## config.mk

```make
export PLATFORM = sky130hd
export DESIGN_NAME = bcd_calendar_core
export DESIGN_NICKNAME = d
export VERILOG_FILES = /design/src/rtl/cal_pkg.sv /design/src/rtl/cal_month_len.sv /design/src/rtl/cal_bcd_wrap.sv /design/src/rtl/cal_tick_queue.sv /design/src/rtl/bcd_calendar_core.sv
export SDC_FILE = /design/constraint.sdc
export NUM_CORES = 1
export LEC_CHECK = 0
export ABC_AREA = 1
export BUFFER_PORTS_ARGS = -buffer_cell sky130_fd_sc_hd__buf_2
export CAP_MARGIN = 5
export CORE_MARGIN = 3
export CORE_UTILIZATION = 60
export CTS_CLUSTER_DIAMETER = 200
export DETAILED_ROUTE_END_ITERATION = 10
export PLACE_DENSITY = 0.91
export RECOVER_POWER = 100
export SYNTH_ARGS = -nofsm -noshare
export SYNTH_HDL_FRONTEND = slang
export SYNTH_SLANG_ARGS = --single-unit
```

## constraint.sdc

```tcl
create_clock -name clk -period 5.4 [get_ports clk]
set_input_delay 0.54 -clock clk [delete_from_list [all_inputs] [get_ports clk]]
set_output_delay 0.54 -clock clk [all_outputs]
set_load 0.05 [all_outputs]
```

## src/rtl/cal_pkg.sv

```systemverilog
package cal_pkg;

   localparam int NREG = 7;
   localparam int DW   = 8;

   typedef enum logic [2:0] {
      SEL_SEC  = 3'd0,
      SEL_MIN  = 3'd1,
      SEL_HOUR = 3'd2,
      SEL_DOW  = 3'd3,
      SEL_DATE = 3'd4,
      SEL_MON  = 3'd5,
      SEL_YEAR = 3'd6
   } cal_sel_e;

   localparam int STOP_BIT   = 7;
   localparam int CEN_EN_BIT = 7;
   localparam int CEN_BIT    = 6;

   // bits kept on a host write
   localparam logic [DW-1:0] WR_MASK [NREG] =
      '{8'hFF, 8'h7F, 8'hFF, 8'h07, 8'h3F, 8'h1F, 8'hFF};
   // bits that form the counted value of each byte
   localparam logic [DW-1:0] FIELD_MASK [NREG] =
      '{8'h7F, 8'h7F, 8'h3F, 8'h07, 8'h3F, 8'h1F, 8'hFF};
   // value each field returns to when it wraps
   localparam int unsigned FIELD_LO [NREG] =
      '{0, 0, 0, 1, 1, 1, 0};
   localparam logic [DW-1:0] RST_VAL [NREG] =
      '{8'h00, 8'h00, 8'h00, 8'h01, 8'h01, 8'h01, 8'h00};

   function automatic logic [DW-1:0] bcd_inc(input logic [DW-1:0] v);
      logic [DW-1:0] r;
      if (v[3:0] >= 4'd9) r = {v[7:4] + 4'd1, 4'd0};
      else                r = v + 8'd1;
      return r;
   endfunction

endpackage

```

## src/rtl/cal_month_len.sv

```systemverilog
module cal_month_len
   import cal_pkg::*;
(
   input  logic [DW-1:0] mon_i,
   input  logic [DW-1:0] year_i,
   output logic [DW-1:0] last_day_o
);

   logic leap;

   // multiple of four in BCD: even tens -> units 0/4/8, odd tens -> units 2/6
   always_comb begin
      if (year_i[4]) leap = (year_i[3:0] == 4'd2) || (year_i[3:0] == 4'd6);
      else           leap = (year_i[3:0] == 4'd0) || (year_i[3:0] == 4'd4) ||
                            (year_i[3:0] == 4'd8);
   end

   always_comb begin
      unique case (mon_i)
         8'h02:                      last_day_o = leap ? 8'h29 : 8'h28;
         8'h04, 8'h06, 8'h09, 8'h11: last_day_o = 8'h30;
         default:                    last_day_o = 8'h31;
      endcase
   end

endmodule

```

## src/rtl/cal_bcd_wrap.sv

```systemverilog
module cal_bcd_wrap
   import cal_pkg::*;
#(
   parameter int unsigned LO = 0
)(
   input  logic [DW-1:0] val_i,
   input  logic [DW-1:0] hi_i,
   output logic [DW-1:0] nxt_o,
   output logic          at_max_o
);

   if (LO > 9) begin : g_bad_lo
      $error("cal_bcd_wrap: LO must be a single BCD digit");
   end

   // values at or beyond the limit wrap, so an out-of-range write recovers
   assign at_max_o = (val_i >= hi_i);
   assign nxt_o    = at_max_o ? DW'(LO) : bcd_inc(val_i);

endmodule

```

## src/rtl/cal_tick_queue.sv

```systemverilog
module cal_tick_queue #(
   parameter int PEND_W = 2
)(
   input  logic clk,
   input  logic rst_n,
   input  logic tick_i,
   input  logic hold_i,
   input  logic busy_i,
   input  logic flush_i,
   output logic adv_o
);

   if (PEND_W < 1 || PEND_W > 8) begin : g_bad_pend
      $error("cal_tick_queue: PEND_W out of range 1..8");
   end

   localparam logic [PEND_W-1:0] PMAX = {PEND_W{1'b1}};

   logic [PEND_W-1:0] pend_q, pend_d;
   logic              blocked, have;

   assign blocked = hold_i | busy_i;
   assign have    = (pend_q != '0);
   assign adv_o   = !flush_i && !blocked && (tick_i || have);

   always_comb begin
      pend_d = pend_q;
      if (flush_i)                        pend_d = '0;
      else if (blocked) begin
         if (tick_i && pend_q != PMAX)    pend_d = pend_q + 1'b1;
      end else if (!tick_i && have)       pend_d = pend_q - 1'b1;
   end

   always_ff @(posedge clk) begin
      if (!rst_n) pend_q <= '0;
      else        pend_q <= pend_d;
   end

   AST_FLUSH_EMPTIES: assert property (@(posedge clk) disable iff (!rst_n)
      flush_i |=> pend_q == '0);
   AST_NO_OVERFLOW: assert property (@(posedge clk) disable iff (!rst_n)
      (!flush_i && hold_i && tick_i && pend_q == PMAX) |=> pend_q == PMAX);
   AST_DRAIN_STEP: assert property (@(posedge clk) disable iff (!rst_n)
      (!flush_i && !blocked && !tick_i && have) |=> pend_q == $past(pend_q) - 1'b1);

endmodule

```

## src/rtl/bcd_calendar_core.sv

```systemverilog
module bcd_calendar_core
   import cal_pkg::*;
#(
   parameter int PEND_W = 2
)(
   input  logic          clk,
   input  logic          rst_n,
   input  logic          tick_i,
   input  logic          rd_hold_i,
   input  logic          wr_en_i,
   input  logic [2:0]    wr_sel_i,
   input  logic [DW-1:0] wr_data_i,
   output logic [DW-1:0] sec_o,
   output logic [DW-1:0] min_o,
   output logic [DW-1:0] hour_o,
   output logic [DW-1:0] dow_o,
   output logic [DW-1:0] date_o,
   output logic [DW-1:0] mon_o,
   output logic [DW-1:0] year_o
);

   logic [DW-1:0]   regs_q [NREG];
   logic [DW-1:0]   hi     [NREG];
   logic [DW-1:0]   nxt    [NREG];
   logic [NREG-1:0] at_max;
   logic [NREG-1:0] en;
   logic [DW-1:0]   last_day;
   logic            adv, stopped, sec_wr;

   assign stopped = regs_q[SEL_SEC][STOP_BIT];
   assign sec_wr  = wr_en_i && (wr_sel_i == SEL_SEC);

   cal_tick_queue #(.PEND_W(PEND_W)) u_queue (
      .clk     (clk),
      .rst_n   (rst_n),
      .tick_i  (tick_i),
      .hold_i  (rd_hold_i),
      .busy_i  (wr_en_i),
      .flush_i (stopped | sec_wr),
      .adv_o   (adv)
   );

   cal_month_len u_mlen (
      .mon_i      (regs_q[SEL_MON]),
      .year_i     (regs_q[SEL_YEAR]),
      .last_day_o (last_day)
   );

   always_comb begin
      hi[SEL_SEC]  = 8'h59;
      hi[SEL_MIN]  = 8'h59;
      hi[SEL_HOUR] = 8'h23;
      hi[SEL_DOW]  = 8'h07;
      hi[SEL_DATE] = last_day;
      hi[SEL_MON]  = 8'h12;
      hi[SEL_YEAR] = 8'h99;
   end

   for (genvar g = 0; g < NREG; g++) begin : g_field
      cal_bcd_wrap #(.LO(FIELD_LO[g])) u_wrap (
         .val_i    (regs_q[g] & FIELD_MASK[g]),
         .hi_i     (hi[g]),
         .nxt_o    (nxt[g]),
         .at_max_o (at_max[g])
      );
   end

   // carry chain: day of week and date both step at midnight
   always_comb begin
      en[SEL_SEC]  = adv;
      en[SEL_MIN]  = adv && at_max[SEL_SEC];
      en[SEL_HOUR] = adv && at_max[SEL_SEC] && at_max[SEL_MIN];
      en[SEL_DOW]  = en[SEL_HOUR] && at_max[SEL_HOUR];
      en[SEL_DATE] = en[SEL_HOUR] && at_max[SEL_HOUR];
      en[SEL_MON]  = en[SEL_DATE] && at_max[SEL_DATE];
      en[SEL_YEAR] = en[SEL_MON]  && at_max[SEL_MON];
   end

   always_ff @(posedge clk) begin
      if (!rst_n) begin
         for (int i = 0; i < NREG; i++) regs_q[i] <= RST_VAL[i];
      end else if (wr_en_i) begin
         if (wr_sel_i < 3'(NREG)) regs_q[wr_sel_i] <= wr_data_i & WR_MASK[wr_sel_i];
      end else begin
         for (int i = 0; i < NREG; i++) begin
            if (en[i]) regs_q[i] <= (regs_q[i] & ~FIELD_MASK[i]) | (nxt[i] & FIELD_MASK[i]);
         end
         if (en[SEL_YEAR] && at_max[SEL_YEAR] && regs_q[SEL_HOUR][CEN_EN_BIT])
            regs_q[SEL_HOUR][CEN_BIT] <= ~regs_q[SEL_HOUR][CEN_BIT];
      end
   end

   assign sec_o  = regs_q[SEL_SEC];
   assign min_o  = regs_q[SEL_MIN];
   assign hour_o = regs_q[SEL_HOUR];
   assign dow_o  = regs_q[SEL_DOW];
   assign date_o = regs_q[SEL_DATE];
   assign mon_o  = regs_q[SEL_MON];
   assign year_o = regs_q[SEL_YEAR];

   AST_SEC_WRAP: assert property (@(posedge clk) disable iff (!rst_n)
      (adv && sec_o[6:0] == 7'h59) |=> sec_o[6:0] == 7'h00);
   AST_STOP_FREEZE: assert property (@(posedge clk) disable iff (!rst_n)
      (sec_o[STOP_BIT] && !wr_en_i) |=> $stable(sec_o) && $stable(min_o));
   AST_DOW_WRAP: assert property (@(posedge clk) disable iff (!rst_n)
      (en[SEL_DOW] && dow_o == 8'h07) |=> dow_o == 8'h01);
   AST_CENT_HOLD: assert property (@(posedge clk) disable iff (!rst_n)
      (en[SEL_YEAR] && !hour_o[CEN_EN_BIT]) |=> $stable(hour_o[CEN_BIT]));
   AST_MON_WRAP: assert property (@(posedge clk) disable iff (!rst_n)
      (en[SEL_MON] && mon_o == 8'h12) |=> mon_o == 8'h01);
   AST_HOLD_FREEZE: assert property (@(posedge clk) disable iff (!rst_n)
      (rd_hold_i && !wr_en_i) |=> $stable(sec_o) && $stable(date_o) && $stable(year_o));

endmodule

```

==> impl_metrics.sql, run 1 <==
INSERT INTO impl_metrics (metric_group, metric, value, unit) VALUES
('floorplanning', 'die-area', '7600', 'um2'),
('synth', 'post_synth_main_area_contributors', 'sky130_fd_sc_hd__edfxtp_1 (43%), sky130_fd_sc_hd__ha_1 (11%), sky130_fd_sc_hd__nand2_1 (10%)', ''),
('cts', 'post-cts-setup-buffer-count', '0', ''),
('drt', 'route.vias.total', '3626', ''),
('cts', 'cts_repair_resize_count', '0', ''),
('finish', 'final-instance-count-excl-fill', '632', ''),
('power_and_ir_drop', 'clock_network_fraction_of_design_power', '0.296', ''),
('synth', 'synth_edf_count', '56', ''),
('floorplanning', 'design.portCount', '72', ''),
('outcome', 'status', 'finished clean', ''),
('power_and_ir_drop', 'power.switching', '0.384', 'mW'),
('grt', 'first_global_vias', '3512', ''),
('cts', 'hold_buffers', '0', ''),
('placed_design', 'numPortBuffers', '71', ''),
('cts', 'cts_inserted_buffers', '9', ''),
('power_and_ir_drop', 'power_density_normalized_to_cell_area', '252', 'nW/um2'),
('floorplanning', 'chipHeight', '87.2', 'um'),
('synth', 'synthesis.instances', '463', ''),
('power_and_ir_drop', 'peakVddDrop', '182', 'uV'),
('grt', 'grt_pass1_wl', '15800', 'um'),
('cts', 'cts_max_level', '3', ''),
('critical_path', 'cp_slowest_cell', 'sky130_fd_sc_hd__o21ai_0', ''),
('grt', 'global_route.overflow_total', '0', ''),
('placed_design', 'detailedPlacementHpwl', '7610', 'um'),
('cts', 'clock_root_buffer_master', 'sky130_fd_sc_hd__clkbuf_8', ''),
('grt', 'overall_fraction_of_global_route_tracks_in_use', '0.269', ''),
('grt', 'antenna_violations_before_repair', '0', ''),
('critical_path', 'timing.critical_path.cells', 'inv_1 -> ha_1 -> inv_1 -> nor2_1 -> nand2_1 -> ha_1 -> inv_1 -> nor2_1 -> nand2_1 -> nand2_1 -> nand2_1 -> nand3_1 -> nand2_1 -> o21ai_0', ''),
('cts', 'clock_path_buffers', '2', ''),
('placed_design', 'dpl.cell_count', '616', ''),
('drt', 'wl_per_cell', '15.5', 'um'),
('power_and_ir_drop', 'sw_frac_of_total', '0.342', ''),
('critical_path', 'end_kind', 'flip-flop', ''),
('critical_path', 'cp_max_fanout', '8', ''),
('synth', 'netlist-cell-type-count', '36', ''),
('sta', 'minimum_clock_period', '3.18', 'ns'),
('sta', 'final-max-slew-violation-count', '0', ''),
('drt', 'vias_per_cell', '5.74', ''),
('critical_path', 'crit_buf_inv', '3', ''),
('critical_path', 'cp.arrival', '3.14', 'ns'),
('finish', 'finalCoreUtilization', '0.722', ''),
('sta', 'grt_setup_unrepaired', 'no', ''),
('critical_path', 'worstSetupPathType', 'reg2reg', ''),
('synth', 'synth_top_cells_by_count', 'sky130_fd_sc_hd__nand2_1 (105), sky130_fd_sc_hd__inv_1 (71), sky130_fd_sc_hd__edfxtp_1 (56), sky130_fd_sc_hd__nor2_1 (39), sky130_fd_sc_hd__nand3_1 (36)', ''),
('job', 'drv.max_cap_violation_count', '0', ''),
('floorplanning', 'core.rowCount', '28', ''),
('synth', 'ys_dominant_reg_cell', 'sky130_fd_sc_hd__edfxtp_1', ''),
('sta', 'setup-violations-final', '0', ''),
('critical_path', 'worst_ep_required_time', '5.36', 'ns'),
('drt', 'route.detailed.drc', '0', ''),
('cts', 'clkTransAtPathRegs', '0.06', 'ns'),
('critical_path', 'critical_path.max_stage_delay', '0.81', 'ns'),
('sta', 'slew-limit-headroom', '0.322', ''),
('sta', 'post_route_clock_period_utilization', '0.589', ''),
('sta', 'final-hold-violation-count', '0', ''),
('synth', 'post-synth-top-count-cell', 'sky130_fd_sc_hd__nand2_1', ''),
('finish', 'area.growth.synth_to_final', '12.6', '%'),
('floorplanning', 'floorplan.core_area', '6170', 'um2'),
('placed_design', 'place_congestion', '0.903', ''),
('drt', 'routed_wirelength', '9820', 'um'),
('finish', 'antenna-diode-count', '0', ''),
('synth', 'syn_area_cell', '8.54', 'um2'),
('cts', 'clk-insertion-delay-late', '0.34', 'ns'),
('finish', 'final_nets', '603', ''),
('power_and_ir_drop', 'p_int', '0.737', 'mW'),
('drt', 'detail-route-antenna-nets', '0', ''),
('synth', 'syn-cell-area', '3960', 'um2'),
('synth', 'cell_taking_the_most_area_after_synthesis', 'sky130_fd_sc_hd__edfxtp_1', ''),
('grt', 'grt_max_degree', '19', ''),
('power_and_ir_drop', 'pwr-share-seq', '0.492', ''),
('hold_path', 'hold_class', 'reg2reg', '');
## layout by cell type, fill, tap and decap left out, types with 2 or more instances in the layout
master | Yosys | routed
sky130_fd_sc_hd__xnor2_1 | 5 | 5
sky130_fd_sc_hd__conb_1 | 1 | 11
sky130_fd_sc_hd__clkbuf_1 | 1 | 61
sky130_fd_sc_hd__nand3_1 | 36 | 38
sky130_fd_sc_hd__a31oi_1 | 2 | 2
sky130_fd_sc_hd__edfxtp_1 | 56 | 56
sky130_fd_sc_hd__inv_1 | 71 | 71
sky130_fd_sc_hd__o31ai_1 | 2 | 2
sky130_fd_sc_hd__nand3b_1 | 5 | 5
sky130_fd_sc_hd__a21oi_1 | 5 | 5
sky130_fd_sc_hd__nand2_2 | 3 | 2
sky130_fd_sc_hd__o22ai_1 | 13 | 13
sky130_fd_sc_hd__nand4_1 | 5 | 5
sky130_fd_sc_hd__nor3_1 | 6 | 7
sky130_fd_sc_hd__dfxtp_1 | 2 | 2
sky130_fd_sc_hd__a31o_2 | 2 | 2
sky130_fd_sc_hd__buf_2 | 1 | 13
sky130_fd_sc_hd__ha_1 | 35 | 35
sky130_fd_sc_hd__xor2_1 | 17 | 17
sky130_fd_sc_hd__nor2_1 | 39 | 44
sky130_fd_sc_hd__o21ai_0 | 26 | 31
sky130_fd_sc_hd__clkbuf_8 | 0 | 9
sky130_fd_sc_hd__nand2_1 | 105 | 106
sky130_fd_sc_hd__o211ai_1 | 2 | 2
sky130_fd_sc_hd__clkinv_2 | 0 | 3
## per-layer routing
metal / part of all wire / vias up / track usage
met5: 0 / - / 0
met4: 0.041 / 0 / 0.149
met3: 0.090 / 44 / 0.0558
met2: 0.48 / 196 / 0.451
met1: 0.39 / 1673 / 0.322
li1: - / 1713 / -
## metrics by stage
stage | total power, mW | instance area, um2 | hold slack, ns
after floorplan | 0.739 | 3990 | 0.477
after global placement | 0.794 | 4430 | 0.492
after detailed placement | 0.803 | 4430 | 0.519
after CTS | 1.13 | 4580 | 0.523
after global routing | 1.16 | 4450 | 0.538
final | 1.12 | 4450 | 0.531
## power by group through the flow
stage | logic, mW | registers, mW | clock network [mW]
2_1_floorplan | 0.0946 | 0.644 | 0
3_3_place_gp | 0.236 | 0.557 | 0
3_5_place_dp | 0.244 | 0.560 | 0
4_1_cts | 0.245 | 0.550 | 0.333
5_1_grt | 0.256 | 0.556 | 0.352
6_report | 0.237 | 0.552 | 0.332
## kinds of logic (layout without fill, tap and decap cells)
kind of cell	Yosys count	count (layout)	synth area share
AO/OA/AOI/OAI	59	59	0.0857
XOR/XNOR	22	22	0.0487
adder cells (fa/ha/maj)	35	35	0.111
buffers and inverters	75	159	0.0724
flip-flops	58	58	0.435
other	1	11	0.000948
AND/OR/NAND/NOR	213	213	0.246
## worst paths after layout
path | slack [ns] | depth (start not counted) | to | from
worst max register to register | 2.22 | 14 | regs_q[6][7] | regs_q[5][0]
worst min-delay path | 0.53 | 2 | u_queue.pend_q[1] | u_queue.pend_q[1]
worst max-delay path | 2.22 | 14 | regs_q[6][7] | regs_q[5][0]
worst min register to register | 0.53 | 2 | u_queue.pend_q[1] | u_queue.pend_q[1]
## tightest hold or removal path, delay by kind of cell, from the launching register on
kind / cells / cell delay (ns)
flip-flops: 1 / 0.33
AND/OR/NAND/NOR: 1 / 0.07
AO/OA/AOI/OAI: 1 / 0.09
## cell type report
class,count,area [um2]
Clock buffer,12,135
Sequential cell,58,1720
Fill cell,487,1710
Inverter,72,270
Multi-Input combinational cell,340,1930
Tap cell,75,93.8
Clock inverter,4,18.8
Timing Repair Buffer,71,283
## registers in the layout (all words and copies together), names as in the netlist
name	flops
u_queue.pend_q	2
regs_q	56
Note: power is estimated with default switching activity, not from simulation.
==> run 2, diff against run 1 <==
- CORE_UTILIZATION: 60 -> 51
- PLACE_DENSITY: 0.91 -> 0.83
- clock period: 5.4 -> 2.6 ns (I/O delays scaled with it)
==> run 2 against run 1 <==
  * Non-clock buffer count grew 7
  * Via count grew 0.41%
  * Final cell count grew 4.9%
  * Sequential share of layout area shrank 2.6 points
  * Clock power grew to 2.7 times the previous value
  * Combinational power grew 120%
  * Sequential power grew 110%
  * Die area grew 16%
  * Largest cell class unchanged
  * Largest power group unchanged
==> impl_metrics.sql, run 2 (same netlist as run 1, synthesis figures left out) <==
INSERT INTO impl_metrics (metric_group, metric, value, unit) VALUES
('critical_path', 'worstSetupPathType', 'reg2reg', ''),
('sta', 'slew-limit-headroom', '0.423', ''),
('floorplanning', 'chipHeight', '94.1', 'um'),
('power_and_ir_drop', 'power_density_normalized_to_cell_area', '539', 'nW/um2'),
('sta', 'hold-worst-slack', '0.241', 'ns'),
('grt', 'antenna_violations_before_repair', '0', ''),
('floorplanning', 'design.portCount', '72', ''),
('floorplanning', 'core.rowCount', '31', ''),
('cts', 'clock_path_buffers', '2', ''),
('grt', 'grt_pass1_wl', '15400', 'um'),
('placed_design', 'post_place_worst_slack', '0.0526', 'ns'),
('job', 'drv.max_cap_violation_count', '0', ''),
('drt', 'routed_wirelength', '10100', 'um'),
('power_and_ir_drop', 'power.switching', '0.835', 'mW'),
('cts', 'cts_max_level', '3', ''),
('sta', 'grt_setup_unrepaired', 'yes', ''),
('sta', 'setup-violations-final', '0', ''),
('floorplanning', 'horizontal_die_dimension', '94.1', 'um'),
('drt', 'route.detailed.drc', '0', ''),
('hold_path', 'min_path_cells', '3', ''),
('drt', 'drtPass1Iterations', '5', ''),
('drt', 'vias_per_cell', '5.49', ''),
('drt', 'wl_per_cell', '15.3', 'um'),
('finish', 'largest_registers_ranked_by_flip_flop_count', 'regs_q (56), u_queue.pend_q (2)', ''),
('finish', 'layout.cells.most_common_list', 'sky130_fd_sc_hd__nand2_1 (103), sky130_fd_sc_hd__inv_1 (67), sky130_fd_sc_hd__edfxtp_1 (56), sky130_fd_sc_hd__buf_2 (37)', ''),
('critical_path', 'timing.reg2reg.setup_slack', '0.06', 'ns'),
('sta', 'post_route_clock_period_utilization', '0.976', ''),
('critical_path', 'worst_ep_required_time', '2.62', 'ns'),
('sta', 'minimum_clock_period', '2.54', 'ns'),
('grt', 'global_route.overflow_total', '0', ''),
('floorplanning', 'floorplan.core_area', '7370', 'um2'),
('grt', 'overall_fraction_of_global_route_tracks_in_use', '0.226', ''),
('grt', 'grt_max_degree', '19', ''),
('finish', 'finalCoreUtilization', '0.649', ''),
('power_and_ir_drop', 'peakVddDrop', '384', 'uV'),
('placed_design', 'detailedPlacementHpwl', '7420', 'um'),
('cts', 'clkTransAtPathRegs', '0.07', 'ns'),
('sta', 'final-hold-violation-count', '0', ''),
('sta', 'timing.final.ws_setup', '0.0630', 'ns'),
('drt', 'detail-route-antenna-nets', '0', ''),
('drt', 'drt_first_iter_violations', '362', ''),
('power_and_ir_drop', 'share_comb_of_total_power', '0.202', ''),
('finish', 'antenna-diode-count', '0', ''),
('grt', 'first_global_vias', '3290', ''),
('finish', 'final_nets', '610', ''),
('power_and_ir_drop', 'pwr-share-seq', '0.444', ''),
('critical_path', 'cp.arrival', '2.56', 'ns'),
('floorplanning', 'die-area', '8850', 'um2'),
('sta', 'final-max-slew-violation-count', '0', ''),
('critical_path', 'end_kind', 'flip-flop', ''),
('critical_path', 'cp_max_fanout', '8', ''),
('finish', 'layout_commonest_cell', 'sky130_fd_sc_hd__nand2_1', ''),
('power_and_ir_drop', 'clock_network_fraction_of_design_power', '0.353', ''),
('placed_design', 'place_congestion', '0.865', ''),
('finish', 'post_route_cells_drive_above_1_share', '0.174', ''),
('finish', 'largest_reg_flops', '56', ''),
('sta', 'fmax', '0.394', 'GHz'),
('cts', 'clk-insertion-delay-late', '0.34', 'ns'),
('placed_design', 'numPortBuffers', '71', ''),
('finish', 'registers.top_by_ff_count', 'regs_q', ''),
('hold_path', 'hold_class', 'in2reg', ''),
('power_and_ir_drop', 'sw_frac_of_total', '0.324', ''),
('power_and_ir_drop', 'lkg_pwr', '2.14', 'nW'),
('power_and_ir_drop', 'p_int', '1.74', 'mW'),
('cts', 'cts_tree', 'yes', ''),
('cts', 'cts_inserted_buffers', '9', ''),
('outcome', 'status', 'finished clean', ''),
('sta', 'worst_clock_skew', '0.00896', 'ns'),
('drt', 'route.vias.total', '3641', ''),
('cts', 'clock_root_buffer_master', 'sky130_fd_sc_hd__clkbuf_8', ''),
('sta', 'tightest_slew', '0.865', 'ns'),
('critical_path', 'worst_setup_path_start_kind', 'flip-flop', ''),
('critical_path', 'r2r.worst_path.cells', '12', ''),
('finish', 'area.growth.synth_to_final', '20.9', '%'),
('cts', 'clock_sink_count', '58', ''),
('floorplanning', 'initial_utilization', '0.537', '');
==> run 2: final timing paths <==
kind / startpoint / to
setup reg to reg: regs_q[5][0] / regs_q[6][0]
hold reg to reg: u_queue.pend_q[1] / u_queue.pend_q[1]
setup / recovery: regs_q[5][0] / regs_q[6][0]
hold / removal: wr_data_i[2] / regs_q[2][2]
==> run 2: power by group through the flow <==
| stage | combinational (mW) | clock, mW | sequential, mW |
|---|---|---|---|
| 2_1_floorplan | 0.198 | 0 | 1.34 |
| 3_3_place_gp | 0.496 | 0 | 1.16 |
| 3_5_place_dp | 0.508 | 0 | 1.16 |
| 4_1_cts | 0.511 | 0.922 | 1.14 |
| 5_1_grt | 0.560 | 0.957 | 1.15 |
| 6_report | 0.522 | 0.911 | 1.15 |
==> run 2: final cells by class <==
cell class	instances	area, um2
Clock buffer	10	128
Clock inverter	6	81.3
Fill cell	609	2590
Inverter	72	270
Multi-Input combinational cell	340	2090
Sequential cell	58	1720
Tap cell	99	124
Timing Repair Buffer	78	369
==> run 2: metal layers <==
metal,wire [um],track usage,vias to the layer above
met4,274,0.0999,0
li1,-,-,1736
met5,0,0,-
met2,4760,0.364,206
met1,4100,0.296,1670
met3,1010,0.0433,29
==> run 2: what timing repair did <==
action                                 4_1_cts  5_1_grt
setup buffers                                0        6
setup endpoints to repair                    0       26
gates resized for setup                      0       26
endpoints found under the hold margin        0        0
hold buffers                                 0        0
==> run 2: stage by stage <==
| stage | total power, mW | setup TNS [ns] | std cells | area (um2) |
|---|---|---|---|---|
| 5_1_grt | 2.67 | -0.606 | 663 | 4780 |
| 3_3_place_gp | 1.65 | 0 | 641 | 4480 |
| 3_5_place_dp | 1.67 | 0 | 641 | 4480 |
| 4_1_cts | 2.57 | 0 | 657 | 4680 |
| 6_report | 2.58 | 0 | 663 | 4780 |
| 2_1_floorplan | 1.54 | -0.157 | 473 | 4010 |
==> run 2: critical path: stages (launching register included) <==
cell,delay [ns]
sky130_fd_sc_hd__edfxtp_1,0.47
sky130_fd_sc_hd__inv_2,0.12
sky130_fd_sc_hd__ha_2,0.20
sky130_fd_sc_hd__inv_1,0.06
sky130_fd_sc_hd__nor2_2,0.11
sky130_fd_sc_hd__nand2_2,0.09
sky130_fd_sc_hd__inv_2,0.07
sky130_fd_sc_hd__a31oi_1,0.08
sky130_fd_sc_hd__ha_2,0.32
sky130_fd_sc_hd__nand4_1,0.16
sky130_fd_sc_hd__nand3_4,0.15
sky130_fd_sc_hd__nand2_4,0.09
sky130_fd_sc_hd__o21ai_4,0.28
==> run 3, diff against run 2 <==
--- a/config.mk
+++ b/config.mk
@@ -13,6 +13,8 @@
 export CTS_CLUSTER_DIAMETER = 200
 export DETAILED_ROUTE_END_ITERATION = 10
+export MAX_ROUTING_LAYER = met4
 export PLACE_DENSITY = 0.83
 export RECOVER_POWER = 100
+export SKIP_LAST_GASP = 1
 export SYNTH_ARGS = -nofsm -noshare
 export SYNTH_HDL_FRONTEND = slang
==> constraint.sdc (replaced) <==
create_clock -name clk -period 2.6 [get_ports clk]
set_input_delay 0.39 -clock clk [delete_from_list [all_inputs] [get_ports clk]]
set_output_delay 0.39 -clock clk [all_outputs]
set_load 0.05 [all_outputs]
==> run 3 against run 2 <==
  * Wire length down 3.8%
  * Power shrank 3.8%
  * Non-clock buffer count is 1 higher
  * Global-route usage up 0.41 points
  * Critical path type unchanged
==> impl_metrics.sql, run 3 (same netlist as run 1, synthesis figures left out) <==
INSERT INTO impl_metrics (metric_group, metric, value, unit) VALUES
('sta', 'minimum_clock_period', '2.48', 'ns'),
('sta', 'setup-violations-final', '0', ''),
('grt', 'gr-usage-met2', '0.352', ''),
('finish', 'area_occupied_by_registers', '1720', 'um2'),
('hold_path', 'min_from', 'wr_data_i[2]', ''),
('drt', 'drt_first_iter_violations', '266', ''),
('drt', 'routed_wirelength', '9760', 'um'),
('power_and_ir_drop', 'power.switching', '0.834', 'mW'),
('power_and_ir_drop', 'clock_network_fraction_of_design_power', '0.328', ''),
('grt', 'grt_pass1_wl', '15200', 'um'),
('cts', 'cts_inserted_buffers', '9', ''),
('cts', 'clock_sink_count', '58', ''),
('grt', 'grt_max_degree', '19', ''),
('finish', 'post_route_cells_drive_above_1_share', '0.212', ''),
('placed_design', 'dpl.cell_count', '642', ''),
('critical_path', 'worstReg2RegStart', 'regs_q[5][1]', ''),
('grt', 'overall_fraction_of_global_route_tracks_in_use', '0.230', ''),
('power_and_ir_drop', 'lkg_pwr', '2.21', 'nW'),
('floorplanning', 'horizontal_die_dimension', '94.1', 'um'),
('grt', 'met1_usage', '0.304', ''),
('critical_path', 'end_kind', 'flip-flop', ''),
('power_and_ir_drop', 'power_density_normalized_to_cell_area', '520', 'nW/um2'),
('cts', 'cts_tree', 'yes', ''),
('finish', 'layout.cells.most_common_list', 'sky130_fd_sc_hd__nand2_1 (104), sky130_fd_sc_hd__inv_1 (68), sky130_fd_sc_hd__buf_2 (63), sky130_fd_sc_hd__edfxtp_1 (56), sky130_fd_sc_hd__nor2_1 (36)', ''),
('critical_path', 'endpoint_of_the_worst_register_to_register_path', 'regs_q[6][3]', ''),
('power_and_ir_drop', 'peakVddDrop', '296', 'uV'),
('cts', 'hold_buffers', '0', ''),
('placed_design', 'place_congestion', '0.880', ''),
('finish', 'area.growth.synth_to_final', '20.4', '%'),
('drt', 'detail-route-antenna-nets', '0', ''),
('critical_path', 'worst_ep_required_time', '2.63', 'ns'),
('job', 'drv.max_cap_violation_count', '0', ''),
('finish', 'registers.top_by_ff_count', 'regs_q', ''),
('finish', 'fillerInstances', '606', ''),
('sta', 'tightest_slew', '0.600', 'ns'),
('cts', 'clkTransAtPathRegs', '0.07', 'ns'),
('finish', 'antenna-diode-count', '0', ''),
('finish', 'largest_reg_flops', '56', ''),
('finish', 'final_nets', '611', ''),
('grt', 'first_global_vias', '3273', ''),
('hold_path', 'capture_endpoint_of_the_worst_hold_path', 'regs_q[2][2]', ''),
('critical_path', 'timing.reg2reg.setup_slack', '0.12', 'ns'),
('floorplanning', 'core.rowCount', '31', ''),
('outcome', 'status', 'finished clean', ''),
('critical_path', 'r2r.worst_path.cells', '12', ''),
('finish', 'total_area_of_multi_input_combinational_cells', '2060', 'um2'),
('cts', 'clock_path_buffers', '2', ''),
('drt', 'route.detailed.drc', '0', ''),
('drt', 'route.vias.total', '3562', ''),
('critical_path', 'worstSetupPathType', 'reg2reg', ''),
('grt', 'gr-max-usage-layer', 'met2', ''),
('floorplanning', 'design.portCount', '72', ''),
('cts', 'cts_max_level', '3', ''),
('drt', 'vias_per_cell', '5.36', ''),
('hold_path', 'hold_class', 'in2reg', ''),
('sta', 'slew-limit-headroom', '0.602', ''),
('grt', 'global_route.overflow_total', '0', ''),
('power_and_ir_drop', 'share_comb_of_total_power', '0.211', ''),
('sta', 'final-max-slew-violation-count', '0', ''),
('drt', 'wl_per_cell', '14.7', 'um'),
('floorplanning', 'initial_utilization', '0.537', ''),
('power_and_ir_drop', 'sw_frac_of_total', '0.336', ''),
('critical_path', 'cp.arrival', '2.51', 'ns'),
('sta', 'grt_setup_unrepaired', 'yes', ''),
('power_and_ir_drop', 'p_int', '1.65', 'mW'),
('finish', 'finalCoreUtilization', '0.647', ''),
('critical_path', 'cp_max_fanout', '8', ''),
('placed_design', 'numPortBuffers', '71', ''),
('sta', 'final-hold-violation-count', '0', ''),
('floorplanning', 'die-area', '8850', 'um2'),
('cts', 'clock_root_buffer_master', 'sky130_fd_sc_hd__clkbuf_8', ''),
('hold_path', 'min_path_cells', '3', ''),
('power_and_ir_drop', 'pwr-share-seq', '0.461', ''),
('sta', 'post_route_clock_period_utilization', '0.955', ''),
('drt', 'drtPass1Iterations', '6', ''),
('floorplanning', 'chipHeight', '94.1', 'um'),
('placed_design', 'detailedPlacementHpwl', '7370', 'um'),
('critical_path', 'worst_setup_path_start_kind', 'flip-flop', ''),
('sta', 'worst_clock_skew', '0.00731', 'ns'),
('sta', 'fmax', '0.403', 'GHz'),
('grt', 'global_route.usage.met3', '0.0457', ''),
('finish', 'largest_registers_ranked_by_flip_flop_count', 'regs_q (56), u_queue.pend_q (2)', ''),
('finish', 'layout_commonest_cell', 'sky130_fd_sc_hd__nand2_1', ''),
('grt', 'antenna_violations_before_repair', '0', ''),
('floorplanning', 'floorplan.core_area', '7370', 'um2'),
('finish', 'final-instance-count-excl-fill', '664', ''),
('cts', 'clk-insertion-delay-late', '0.35', 'ns');
-- run 3: cell types whose count changed in the layout (fill, tap and decap cells not counted), sizes merged --
cell	delta
buf	+27
bufinv	-1
clkbuf	-27
clkinv	+2
-- run 3: timing repair --
item / 4_1_cts / 5_1_grt
pin swaps: 1 / 8
resized for setup: 1 / 19
buffers inserted: 0 / 6
endpoints found under the setup margin: 8 / 24
-- run 3: how the worst max path moves through the flow --
stage                             from      endpoint  cells after the start
final                     regs_q[5][1]  regs_q[6][3]                     12
after global routing      regs_q[5][1]  regs_q[4][0]                     17
after CTS                 regs_q[5][1]  regs_q[6][1]                     12
after detailed placement  regs_q[5][1]  regs_q[6][2]                     12
after global placement    regs_q[5][5]  regs_q[6][6]                     12
after floorplan           regs_q[5][0]  regs_q[5][0]                     15
-- run 3: critical path, stage by stage (launching register included) --
cell and delay, ns:
sky130_fd_sc_hd__edfxtp_1 0.46, sky130_fd_sc_hd__inv_2 0.15, sky130_fd_sc_hd__ha_4 0.15, sky130_fd_sc_hd__inv_2 0.04, sky130_fd_sc_hd__o22ai_1 0.14, sky130_fd_sc_hd__nand3_1 0.09, sky130_fd_sc_hd__o21ai_1 0.08, sky130_fd_sc_hd__a31oi_1 0.06
sky130_fd_sc_hd__ha_2 0.33, sky130_fd_sc_hd__nand4_1 0.15, sky130_fd_sc_hd__nand3_4 0.14, sky130_fd_sc_hd__nand2_4 0.09, sky130_fd_sc_hd__o21ai_4 0.26
-- run 3: routing by layer --
| layer | routed length, um | vias up |
|---|---|---|
| li1 | - | 1730 |
| met4 | 181 | 0 |
| met1 | 4140 | 1637 |
| met5 | 0 | - |
| met2 | 4560 | 176 |
| met3 | 879 | 19 |
-- run 3: final cells by class --
| cell class | instances | area share |
|---|---|---|
| Timing Repair Buffer | 79 | 0.0851 |
| Inverter | 72 | 0.0567 |
| Tap cell | 99 | 0.0260 |
| Multi-Input combinational cell | 340 | 0.432 |
| Clock buffer | 9 | 0.0260 |
| Sequential cell | 58 | 0.361 |
| Clock inverter | 7 | 0.0126 |
-- run 3: metrics by stage --
step	setup slack (ns)	TNS [ns]	instance area (um2)	hold slack [ns]	power, mW
after global routing	-0.0248	-0.153	4760	0.374	2.58
after CTS	0.0139	0	4670	0.351	2.47
after detailed placement	-0.00769	-0.0604	4480	0.504	1.67
after floorplan	-0.0314	-0.157	4010	0.477	1.54
final	0.117	0	4760	0.359	2.48
after global placement	0.174	0	4480	0.490	1.65
-- run 3: power groups by stage --
stage	Combinational [mW]	Sequential, mW	Clock, mW
5_1_grt	0.565	1.15	0.860
3_5_place_dp	0.508	1.16	0
3_3_place_gp	0.496	1.16	0
4_1_cts	0.511	1.14	0.815
2_1_floorplan	0.198	1.34	0
6_report	0.523	1.14	0.813
